$ cat src/rtl/i2c_host_pkg.sv
// Package: shared constants and types for the I2C host controller.
// Assumes an 8-bit register window with a 3-bit address.
package i2c_host_pkg;
    localparam int DATA_W   = 8;
    localparam int ADDR_W   = 3;
    localparam int PRE_W    = 2 * DATA_W;
    localparam int PHASES   = 5;
    localparam int PHASE_W  = $clog2(PHASES);
    localparam int SAMPLE_PH = PHASES - 2;

    localparam logic [ADDR_W-1:0] A_PRE_LO = 3'd0;
    localparam logic [ADDR_W-1:0] A_PRE_HI = 3'd1;
    localparam logic [ADDR_W-1:0] A_CTRL   = 3'd2;
    localparam logic [ADDR_W-1:0] A_DATA   = 3'd3;
    localparam logic [ADDR_W-1:0] A_CMD    = 3'd4;

    localparam int CTL_EN   = 7;
    localparam int ST_RXACK = 7;
    localparam int ST_TIP   = 1;

    // command word bits, passed as bits [7:3]
    localparam int CW_STA  = 4;
    localparam int CW_STO  = 3;
    localparam int CW_RD   = 2;
    localparam int CW_WR   = 1;
    localparam int CW_NACK = 0;

    typedef enum logic [1:0] {BOP_START, BOP_STOP, BOP_WRITE, BOP_READ} bit_op_e;
endpackage

$ cat src/rtl/i2c_host_regs.sv
// Register window: decodes host accesses, stores divider/control/transmit,
// returns read data with a one-cycle acknowledge and raises cmd_go for an
// accepted command. Assumes the host holds strobe until it sees ack.
module i2c_host_regs
    import i2c_host_pkg::*;
(
    input  logic              clk,
    input  logic              rst_n,
    input  logic [ADDR_W-1:0] bus_addr,
    input  logic [DATA_W-1:0] bus_wdata,
    input  logic              bus_we,
    input  logic              bus_stb,
    input  logic              bus_cyc,
    output logic              bus_ack,
    output logic [DATA_W-1:0] bus_rdata,
    input  logic              tip,
    input  logic              rxack,
    input  logic [DATA_W-1:0] rx_byte,
    output logic [PRE_W-1:0]  prescale,
    output logic              core_en,
    output logic [DATA_W-1:0] tx_byte,
    output logic              cmd_go,
    output logic [4:0]        cmd_word
);
    logic [DATA_W-1:0] ctrl_q;
    logic acc, wr_acc;

    assign acc      = bus_stb & bus_cyc & ~bus_ack;
    assign wr_acc   = acc & bus_we;
    assign core_en  = ctrl_q[CTL_EN];
    assign cmd_word = bus_wdata[7:3];
    assign cmd_go   = wr_acc && (bus_addr == A_CMD) && core_en && !tip
                      && (|bus_wdata[7:4]);

    // acknowledge one cycle after request, single-cycle pulse
    always_ff @(posedge clk) begin
        if (!rst_n) bus_ack <= 1'b0;
        else        bus_ack <= acc;
    end

    // register writes
    always_ff @(posedge clk) begin
        if (!rst_n) begin
            prescale <= '1;
            ctrl_q   <= '0;
            tx_byte  <= '0;
        end else if (wr_acc) begin
            case (bus_addr)
                A_PRE_LO: prescale[DATA_W-1:0]     <= bus_wdata;
                A_PRE_HI: prescale[PRE_W-1:DATA_W] <= bus_wdata;
                A_CTRL:   ctrl_q                   <= bus_wdata;
                A_DATA:   tx_byte                  <= bus_wdata;
                default:  ;
            endcase
        end
    end

    // read data mux, registered with the acknowledge
    always_ff @(posedge clk) begin
        if (!rst_n) bus_rdata <= '0;
        else if (acc && !bus_we) begin
            case (bus_addr)
                A_PRE_LO: bus_rdata <= prescale[DATA_W-1:0];
                A_PRE_HI: bus_rdata <= prescale[PRE_W-1:DATA_W];
                A_CTRL:   bus_rdata <= ctrl_q;
                A_DATA:   bus_rdata <= rx_byte;
                A_CMD: begin
                    bus_rdata           <= '0;
                    bus_rdata[ST_RXACK] <= rxack;
                    bus_rdata[ST_TIP]   <= tip;
                end
                default:  bus_rdata <= '0;
            endcase
        end
    end
endmodule

$ cat src/rtl/i2c_host_bitseq.sv
// Bit sequencer: runs one bus bit action (start, stop, write bit, read bit)
// as PHASES timed phases of (prescale+1) cycles each. The line levels are
// registered. Timing freezes while SCL is released but seen low.
module i2c_host_bitseq
    import i2c_host_pkg::*;
(
    input  logic             clk,
    input  logic             rst_n,
    input  logic [PRE_W-1:0] prescale,
    input  logic             go,
    input  bit_op_e          op,
    input  logic             din,
    output logic             done,
    output logic             dout,
    output logic             busy,
    output bit_op_e          op_q,
    input  logic             scl_i,
    input  logic             sda_i,
    output logic             scl_lvl,
    output logic             sda_lvl
);
    localparam logic [PHASE_W-1:0] LAST_PH = PHASE_W'(PHASES - 1);
    localparam logic [PHASE_W-1:0] SMP_PH  = PHASE_W'(SAMPLE_PH);

    logic [PHASE_W-1:0] phase;
    logic [PRE_W-1:0]   cnt;
    logic               din_q;
    logic               hold;
    logic               want_scl, want_sda, scl_hi_ph;

    assign hold      = scl_lvl & ~scl_i;
    assign scl_hi_ph = (phase == 2) || (phase == SMP_PH);

    // line levels wanted in the current phase
    always_comb begin
        want_scl = 1'b1;
        want_sda = 1'b1;
        case (op_q)
            BOP_START: begin
                want_scl = (phase != 0) && (phase != LAST_PH);
                want_sda = (phase < 2);
            end
            BOP_STOP: begin
                want_scl = (phase != 0);
                want_sda = (phase >= SMP_PH);
            end
            BOP_WRITE: begin
                want_scl = scl_hi_ph;
                want_sda = din_q;
            end
            default: begin
                want_scl = scl_hi_ph;
                want_sda = 1'b1;
            end
        endcase
    end

    // phase timer, line registers and read sampling
    always_ff @(posedge clk) begin
        if (!rst_n) begin
            busy    <= 1'b0;
            done    <= 1'b0;
            dout    <= 1'b0;
            phase   <= '0;
            cnt     <= '0;
            op_q    <= BOP_STOP;
            din_q   <= 1'b1;
            scl_lvl <= 1'b1;
            sda_lvl <= 1'b1;
        end else begin
            done <= 1'b0;
            if (!busy) begin
                if (go) begin
                    busy  <= 1'b1;
                    phase <= '0;
                    cnt   <= prescale;
                    op_q  <= op;
                    din_q <= din;
                end
            end else begin
                scl_lvl <= want_scl;
                sda_lvl <= want_sda;
                if (!hold) begin
                    if (cnt == '0) begin
                        if (phase == SMP_PH) dout <= sda_i;
                        if (phase == LAST_PH) begin
                            busy <= 1'b0;
                            done <= 1'b1;
                        end else begin
                            phase <= phase + 1'b1;
                            cnt   <= prescale;
                        end
                    end else begin
                        cnt <= cnt - 1'b1;
                    end
                end
            end
        end
    end
endmodule

$ cat src/rtl/i2c_host_bytectl.sv
// Byte sequencer: turns one command word into start, eight data bits,
// the acknowledge bit and stop, in that order. Keeps the in-progress flag,
// the received acknowledge and the received byte.
module i2c_host_bytectl
    import i2c_host_pkg::*;
(
    input  logic              clk,
    input  logic              rst_n,
    input  logic              cmd_go,
    input  logic [4:0]        cmd_word,
    input  logic [DATA_W-1:0] tx_byte,
    input  logic              bc_done,
    input  logic              bc_dout,
    output logic              bc_go,
    output bit_op_e           bc_op,
    output logic              bc_din,
    output logic              tip,
    output logic              rxack,
    output logic [DATA_W-1:0] rx_byte
);
    typedef enum logic [2:0] {B_IDLE, B_START, B_DATA, B_ACK, B_STOP} bstate_e;

    bstate_e           st;
    logic              sto_q, xfer_q, wr_q, nack_q;
    logic [DATA_W-1:0] sh;
    logic [2:0]        bcnt;
    bit_op_e           data_op;

    assign data_op = wr_q ? BOP_WRITE : BOP_READ;

    // command sequencing
    always_ff @(posedge clk) begin
        if (!rst_n) begin
            st      <= B_IDLE;
            tip     <= 1'b0;
            rxack   <= 1'b0;
            rx_byte <= '0;
            sh      <= '0;
            bcnt    <= '0;
            sto_q   <= 1'b0;
            xfer_q  <= 1'b0;
            wr_q    <= 1'b0;
            nack_q  <= 1'b0;
            bc_go   <= 1'b0;
            bc_op   <= BOP_STOP;
            bc_din  <= 1'b1;
        end else begin
            bc_go <= 1'b0;
            case (st)
                B_IDLE: if (cmd_go) begin
                    tip    <= 1'b1;
                    sto_q  <= cmd_word[CW_STO];
                    xfer_q <= cmd_word[CW_RD] | cmd_word[CW_WR];
                    wr_q   <= cmd_word[CW_WR];
                    nack_q <= cmd_word[CW_NACK];
                    sh     <= tx_byte;
                    bcnt   <= 3'd7;
                    bc_go  <= 1'b1;
                    if (cmd_word[CW_STA]) begin
                        st    <= B_START;
                        bc_op <= BOP_START;
                    end else if (cmd_word[CW_RD] | cmd_word[CW_WR]) begin
                        st     <= B_DATA;
                        bc_op  <= cmd_word[CW_WR] ? BOP_WRITE : BOP_READ;
                        bc_din <= tx_byte[DATA_W-1];
                    end else begin
                        st    <= B_STOP;
                        bc_op <= BOP_STOP;
                    end
                end
                B_START: if (bc_done) begin
                    if (xfer_q) begin
                        st     <= B_DATA;
                        bc_go  <= 1'b1;
                        bc_op  <= data_op;
                        bc_din <= sh[DATA_W-1];
                    end else if (sto_q) begin
                        st    <= B_STOP;
                        bc_go <= 1'b1;
                        bc_op <= BOP_STOP;
                    end else begin
                        st  <= B_IDLE;
                        tip <= 1'b0;
                    end
                end
                B_DATA: if (bc_done) begin
                    sh    <= {sh[DATA_W-2:0], wr_q ? 1'b0 : bc_dout};
                    bc_go <= 1'b1;
                    if (bcnt == '0) begin
                        st     <= B_ACK;
                        bc_op  <= wr_q ? BOP_READ : BOP_WRITE;
                        bc_din <= nack_q;
                    end else begin
                        bcnt   <= bcnt - 1'b1;
                        bc_op  <= data_op;
                        bc_din <= sh[DATA_W-2];
                    end
                end
                B_ACK: if (bc_done) begin
                    if (wr_q) rxack   <= bc_dout;
                    else      rx_byte <= sh;
                    if (sto_q) begin
                        st    <= B_STOP;
                        bc_go <= 1'b1;
                        bc_op <= BOP_STOP;
                    end else begin
                        st  <= B_IDLE;
                        tip <= 1'b0;
                    end
                end
                B_STOP: if (bc_done) begin
                    st  <= B_IDLE;
                    tip <= 1'b0;
                end
                default: st <= B_IDLE;
            endcase
        end
    end
endmodule

$ cat src/rtl/i2c_host_ctrl.sv
// Top: I2C master byte controller. Connects the register window, byte
// sequencer and bit sequencer, and maps line levels onto open-drain pads.
// Assumes external pull-ups on SCL and SDA.
module i2c_host_ctrl
    import i2c_host_pkg::*;
(
    input  logic              clk,
    input  logic              rst_n,
    input  logic [ADDR_W-1:0] bus_addr,
    input  logic [DATA_W-1:0] bus_wdata,
    input  logic              bus_we,
    input  logic              bus_stb,
    input  logic              bus_cyc,
    output logic              bus_ack,
    output logic [DATA_W-1:0] bus_rdata,
    input  logic              scl_i,
    output logic              scl_o,
    output logic              scl_oe,
    input  logic              sda_i,
    output logic              sda_o,
    output logic              sda_oe
);
    logic [PRE_W-1:0]  prescale;
    logic              core_en, cmd_go, tip, rxack;
    logic [4:0]        cmd_word;
    logic [DATA_W-1:0] tx_byte, rx_byte;
    logic              bc_go, bc_din, bc_done, bc_dout;
    bit_op_e           bc_op, bit_op_q;
    logic              bit_busy, bit_data_op;
    logic              scl_lvl, sda_lvl;

    i2c_host_regs u_regs (
        .clk, .rst_n, .bus_addr, .bus_wdata, .bus_we, .bus_stb, .bus_cyc,
        .bus_ack, .bus_rdata, .tip, .rxack, .rx_byte, .prescale, .core_en,
        .tx_byte, .cmd_go, .cmd_word
    );

    i2c_host_bytectl u_byte (
        .clk, .rst_n, .cmd_go, .cmd_word, .tx_byte, .bc_done, .bc_dout,
        .bc_go, .bc_op, .bc_din, .tip, .rxack, .rx_byte
    );

    i2c_host_bitseq u_bit (
        .clk, .rst_n, .prescale, .go(bc_go), .op(bc_op), .din(bc_din),
        .done(bc_done), .dout(bc_dout), .busy(bit_busy), .op_q(bit_op_q),
        .scl_i, .sda_i, .scl_lvl, .sda_lvl
    );

    // open-drain pad mapping
    assign bit_data_op = bit_busy && (bit_op_q == BOP_WRITE || bit_op_q == BOP_READ);
    assign scl_o  = 1'b0;
    assign sda_o  = 1'b0;
    assign scl_oe = ~scl_lvl;
    assign sda_oe = ~sda_lvl;
endmodule

$ cat config.mk
export PLATFORM = sky130hd
export DESIGN_NAME = i2c_host_ctrl
export DESIGN_NICKNAME = d
export VERILOG_FILES = /design/src/rtl/i2c_host_pkg.sv /design/src/rtl/i2c_host_regs.sv /design/src/rtl/i2c_host_bitseq.sv /design/src/rtl/i2c_host_bytectl.sv /design/src/rtl/i2c_host_ctrl.sv
export SDC_FILE = /design/constraint.sdc
export NUM_CORES = 1
export LEC_CHECK = 0
export CORE_UTILIZATION = 34
export DETAILED_ROUTE_END_ITERATION = 6
export PLACE_DENSITY_LB_ADDON = 0.1
export SLEW_MARGIN = 0
export SYNTH_ARGS = -nofsm -noshare
export SYNTH_HDL_FRONTEND = slang
export SYNTH_HIERARCHICAL = 1
export SYNTH_SLANG_ARGS = --single-unit
$ cat constraint.sdc
create_clock -name clk -period 5.2 [get_ports clk]
set_clock_uncertainty 0.2 [all_clocks]
set_input_delay 1.04 -clock clk [delete_from_list [all_inputs] [get_ports clk]]
set_output_delay 1.04 -clock clk [all_outputs]
set_load 0.02 [all_outputs]
==> impl_results.md <==
- Outcome: completed
- Worst Hold Depth: 2
- Setup TNS: 0 ns
- Vias per cell: about 5.5
- Die Y: between 100 and 150 µm
- Largest family of logic cells by synthesized area: simple AND/OR/NAND/NOR gates
- Global-route wire length before repair: 22.64 mm
- Per-cell routed wire length: 17.71 µm
- Length in cells of the worst reg-to-reg path: 5
- Seq pwr share: about 47%
- Setup bufs post-CTS: 0
- Multiplexer share of the synthesized area: 10.47%
- Mapped Cells: between 500 and 600
- Synth Area in Compound Gates: about 18%
- Die Footprint: between 15,000 and 20,000 µm²
- Max frequency: 264.2 MHz
- DR iter-0 viols: 396
- CTS hold repair buffers: 0
- Maxcap violations: 0
- Final non-filler cell total: approximately 780
- Area grow syn2layout: 13.95%
- Leak: between 2 and 2.5 nW
- Unrepaired setup endpoints after global routing: false
- Post-synthesis simple-gate area fraction: around a quarter
- Pre-CTS setup slack: between 1 and 1.5 ns
- Antenna violations before repair: 0
- # diodes: 0
- Worst-Margin Slew: between 0.9 and 1 ns
- Register area share after synthesis: 39.15%
- Grt ovf: 0
- FF-to-FF Start: u_regs/bus_ack$_SDFF_PN0_
- Pre-antenna DRT Iters: 4
- Core area: between 10,000 and 15,000 µm²
- Post-synthesis cell area: 5114 µm²
- Initial Util: a little over a third
- Final HPWL DP: a little under 10 mm
- EDFF count, synth: 0
- P_sw: roughly 0.37 mW
- Power Density: 283.4 nW/µm²
- Final setup margin: 1.414 ns
- Switching share of power: between 20 and 25%
- Yosys warns: 6
- Crit start category: input port
- # port buffers: 28
- Clock buffer count from CTS: 9
- Hold Startpoint: u_byte/bc_op[1]$_SDFFE_PN0P_
- Fin crit share: between 70% and 80%
- Cell count after placement: between 700 and 800
- Slew Limit Fails: 0
- Setup crit end kind: flip-flop
- DRC Markers: 0
- Top_reg_cell synth: dfxtp_1
- Required time of the critical path: 5.24 ns
- Nets: 622
- Min-Delay Path Class: flip-flop to flip-flop
- Share of layout cells above drive strength 1: under 10%
- Cell Area, Placed: approximately 5500 µm²
- Clock Pin Slew Worst Setup and Hold Paths: approximately 0.070 ns
- Fin crit period: approximately 3.8 ns
- Part of the power in the clock network: 47.7%
- Tot GR Track Use: 18.63%
- Number of global-route vias before repair: just over 4,000
- CP max FO: 12
- Remaining antenna violation count: 0
- Crit path kind: input port to flip-flop
- Setup-failing EPs final: 0
- CTS sink count: 100
- CTS max path bufs: 2
- Mean post-synth cell area: about 8.7 µm²
- Design Area, Final: 5827 µm²
- Hold Path End: u_bit/op_q[1]$_SDFFE_PN0P_
- Combinational share of power: roughly 5.4%
- Max rail drop VDD: around 180 µV
- Post-synth ARST share: 0%
- Post-synth cell types: a little under 70
- Worst-Skew Late Latency: about 0.36 ns
- Num rows: 44
- Largest net degree at the start of global routing: a little under 60
- Final hold vios: 0
- Critical Path AT: approximately 3.8 ns
- R2R Setup Slk: between 2 and 3 ns
- Adder-cell share of the synthesized area: ~2.2%
- Post-Route WL: between 10 and 15 mm
- Xor/xnor share of the synthesized area: less than 1%
- Io pins: 31
- Cts repair resizes: 0
- Die width: 124.6 µm
- Clk root buf: clkbuf_16
- CTS tree: yes
- #FFs+latches synth: 100
- Slew headroom: between 30% and 40%
- Routed via count: ~4,300
- Routability cong.: 0.7880
- Internal: approximately 1.3 mW
- RR Endpoint: u_byte/bc_din$_SDFFE_PN1P_
- Max H-tree Level: 3
==> state kept, by name (all words and copies together) (netlist names), 3 cells and up <==
signal	cells
u_bit/phase	3
u_byte/rx_byte	8
u_byte/sh	8
u_regs/prescale	16
u_regs/ctrl_q	8
u_bit/cnt	16
u_byte/bcnt	3
u_byte/st	3
u_regs/tx_byte	8
u_regs/bus_rdata	8
==> area by class of cell <==
| type | instances | area [µm²] |
|---|---|---|
| inverters | 18 | 67.56 |
| clock buffers | 9 | 225.2 |
| clock inverters | 7 | 121.4 |
| well taps | 184 | 230.2 |
| fillers | 1500 | 8762 |
| repair buffers | 38 | 350.3 |
| flip-flops and latches | 100 | 2002 |
| multi-input cells | 428 | 2830 |
==> worst max-delay path by stage <==
stage | from | end | slack (ns)
floorplan | bus_addr[2] | u_byte/bc_din$_SDFFE_PN1P_ | 2.14
global placement | bus_addr[2] | u_byte/bc_din$_SDFFE_PN1P_ | 1.15
detailed placement | bus_addr[2] | u_byte/bc_din$_SDFFE_PN1P_ | 1.11
CTS | bus_addr[2] | u_byte/bc_din$_SDFFE_PN1P_ | 1.48
global route | bus_addr[2] | u_byte/sh[0]$_SDFFE_PN0P_ | 1.16
finish | bus_addr[2] | u_byte/bc_din$_SDFFE_PN1P_ | 1.41
==> routing by layer <==
metal  track usage, %  share of wire (%)  up-vias
met2            28.47                 46       79
met5                0                  0        -
met3            4.596                3.9        8
met4            5.670                1.2        0
met1            25.70                 49     2055
li1                 -                  -     2150
==> synth_stat cells (all sizes together), types with 2 or more instances <==
cell	count	area, µm²
nand3	29	145.1
inv	17	63.81
dfxtp	100	2002
a22oi	5	37.54
or2	2	12.51
o211ai	9	77.57
mux2i	49	490.5
nor4b	4	47.55
clkbuf	12	45.04
mux2	2	22.52
nor4	10	105.1
o31ai	2	15.01
o21ai	21	105.1
ha	9	112.6
nor2b	23	143.9
a211oi	12	90.09
or3b	2	17.52
a311oi	3	26.28
o21bai	3	22.52
nand3b	4	30.03
nand2b	5	31.28
or3	4	25.02
a41oi	2	17.52
nor3b	4	30.03
nand2	65	244.0
o31a	4	35.03
a221o	2	20.02
o221ai	5	43.79
o22a	2	17.52
buf	31	183.9
or4	3	22.52
nand4	4	25.02
o211a	5	50.05
a21boi	2	15.01
o21a	6	45.04
nor3	18	101.4
a31oi	2	12.51
nor2	41	153.9
o22ai	8	50.05
a21oi	37	185.2
==> worst max-delay path, cell delays in order <==
cell and delay, ns:
clkdlybuf4s50_1 0.79, nor2b_1 0.27, nand3b_1 0.10, nor4_1 0.54, or3b_1 0.41, a221o_1 0.39
o31a_1 0.29
==> cells by family after synthesis <==
group	count (synthesis)
muxes	52
buffers and inverters	61
and+or+nand+nor	225
other	1
AOI/OAI and AO/OA	139
DFF	100
adders and majority gates	9
xor gates and xnor gates	1
==> power by group through the flow <==
stage,logic (mW),registers (mW),clock network (mW)
floorplan,0.0485,0.794,0
global placement,0.0899,0.792,0
detailed placement,0.0895,0.792,0
CTS,0.0900,0.774,0.816
global route,0.0958,0.775,0.848
finish,0.0890,0.774,0.788
==> metrics by stage <==
stage | hold WS, ns | utilization [%] | power [mW]
3_3_place_gp | 0.2499 | 37.56 | 0.8821
5_1_grt | 0.2889 | 39.94 | 1.718
4_1_cts | 0.2644 | 39.94 | 1.680
3_5_place_dp | 0.2488 | 37.56 | 0.8817
2_1_floorplan | 0.2321 | - | 0.8424
6_report | 0.2596 | 39.94 | 1.651
==> cells in the final DEF (no fill, tap or decap), drive strengths merged, types with 3 or more instances in the layout <==
cell / n
nor4b: 4
o31a: 4
o21ai: 21
mux2i: 49
nand3b: 4
o211a: 5
nand2: 65
bufinv: 3
inv: 19
clkbuf: 9
or4: 3
ha: 9
o21a: 6
nor3b: 4
dfxtp: 100
nor2b: 23
o22ai: 8
o21bai: 3
nor2: 41
nor4: 10
a21oi: 37
a22oi: 5
o211ai: 9
buf: 11
nand2b: 5
a211oi: 12
clkinv: 3
nand3: 29
a311oi: 3
o221ai: 5
nand4: 4
or3: 4
nor3: 18
clkdlybuf4s50: 27
Note: power is estimated with default switching activity, not from simulation.
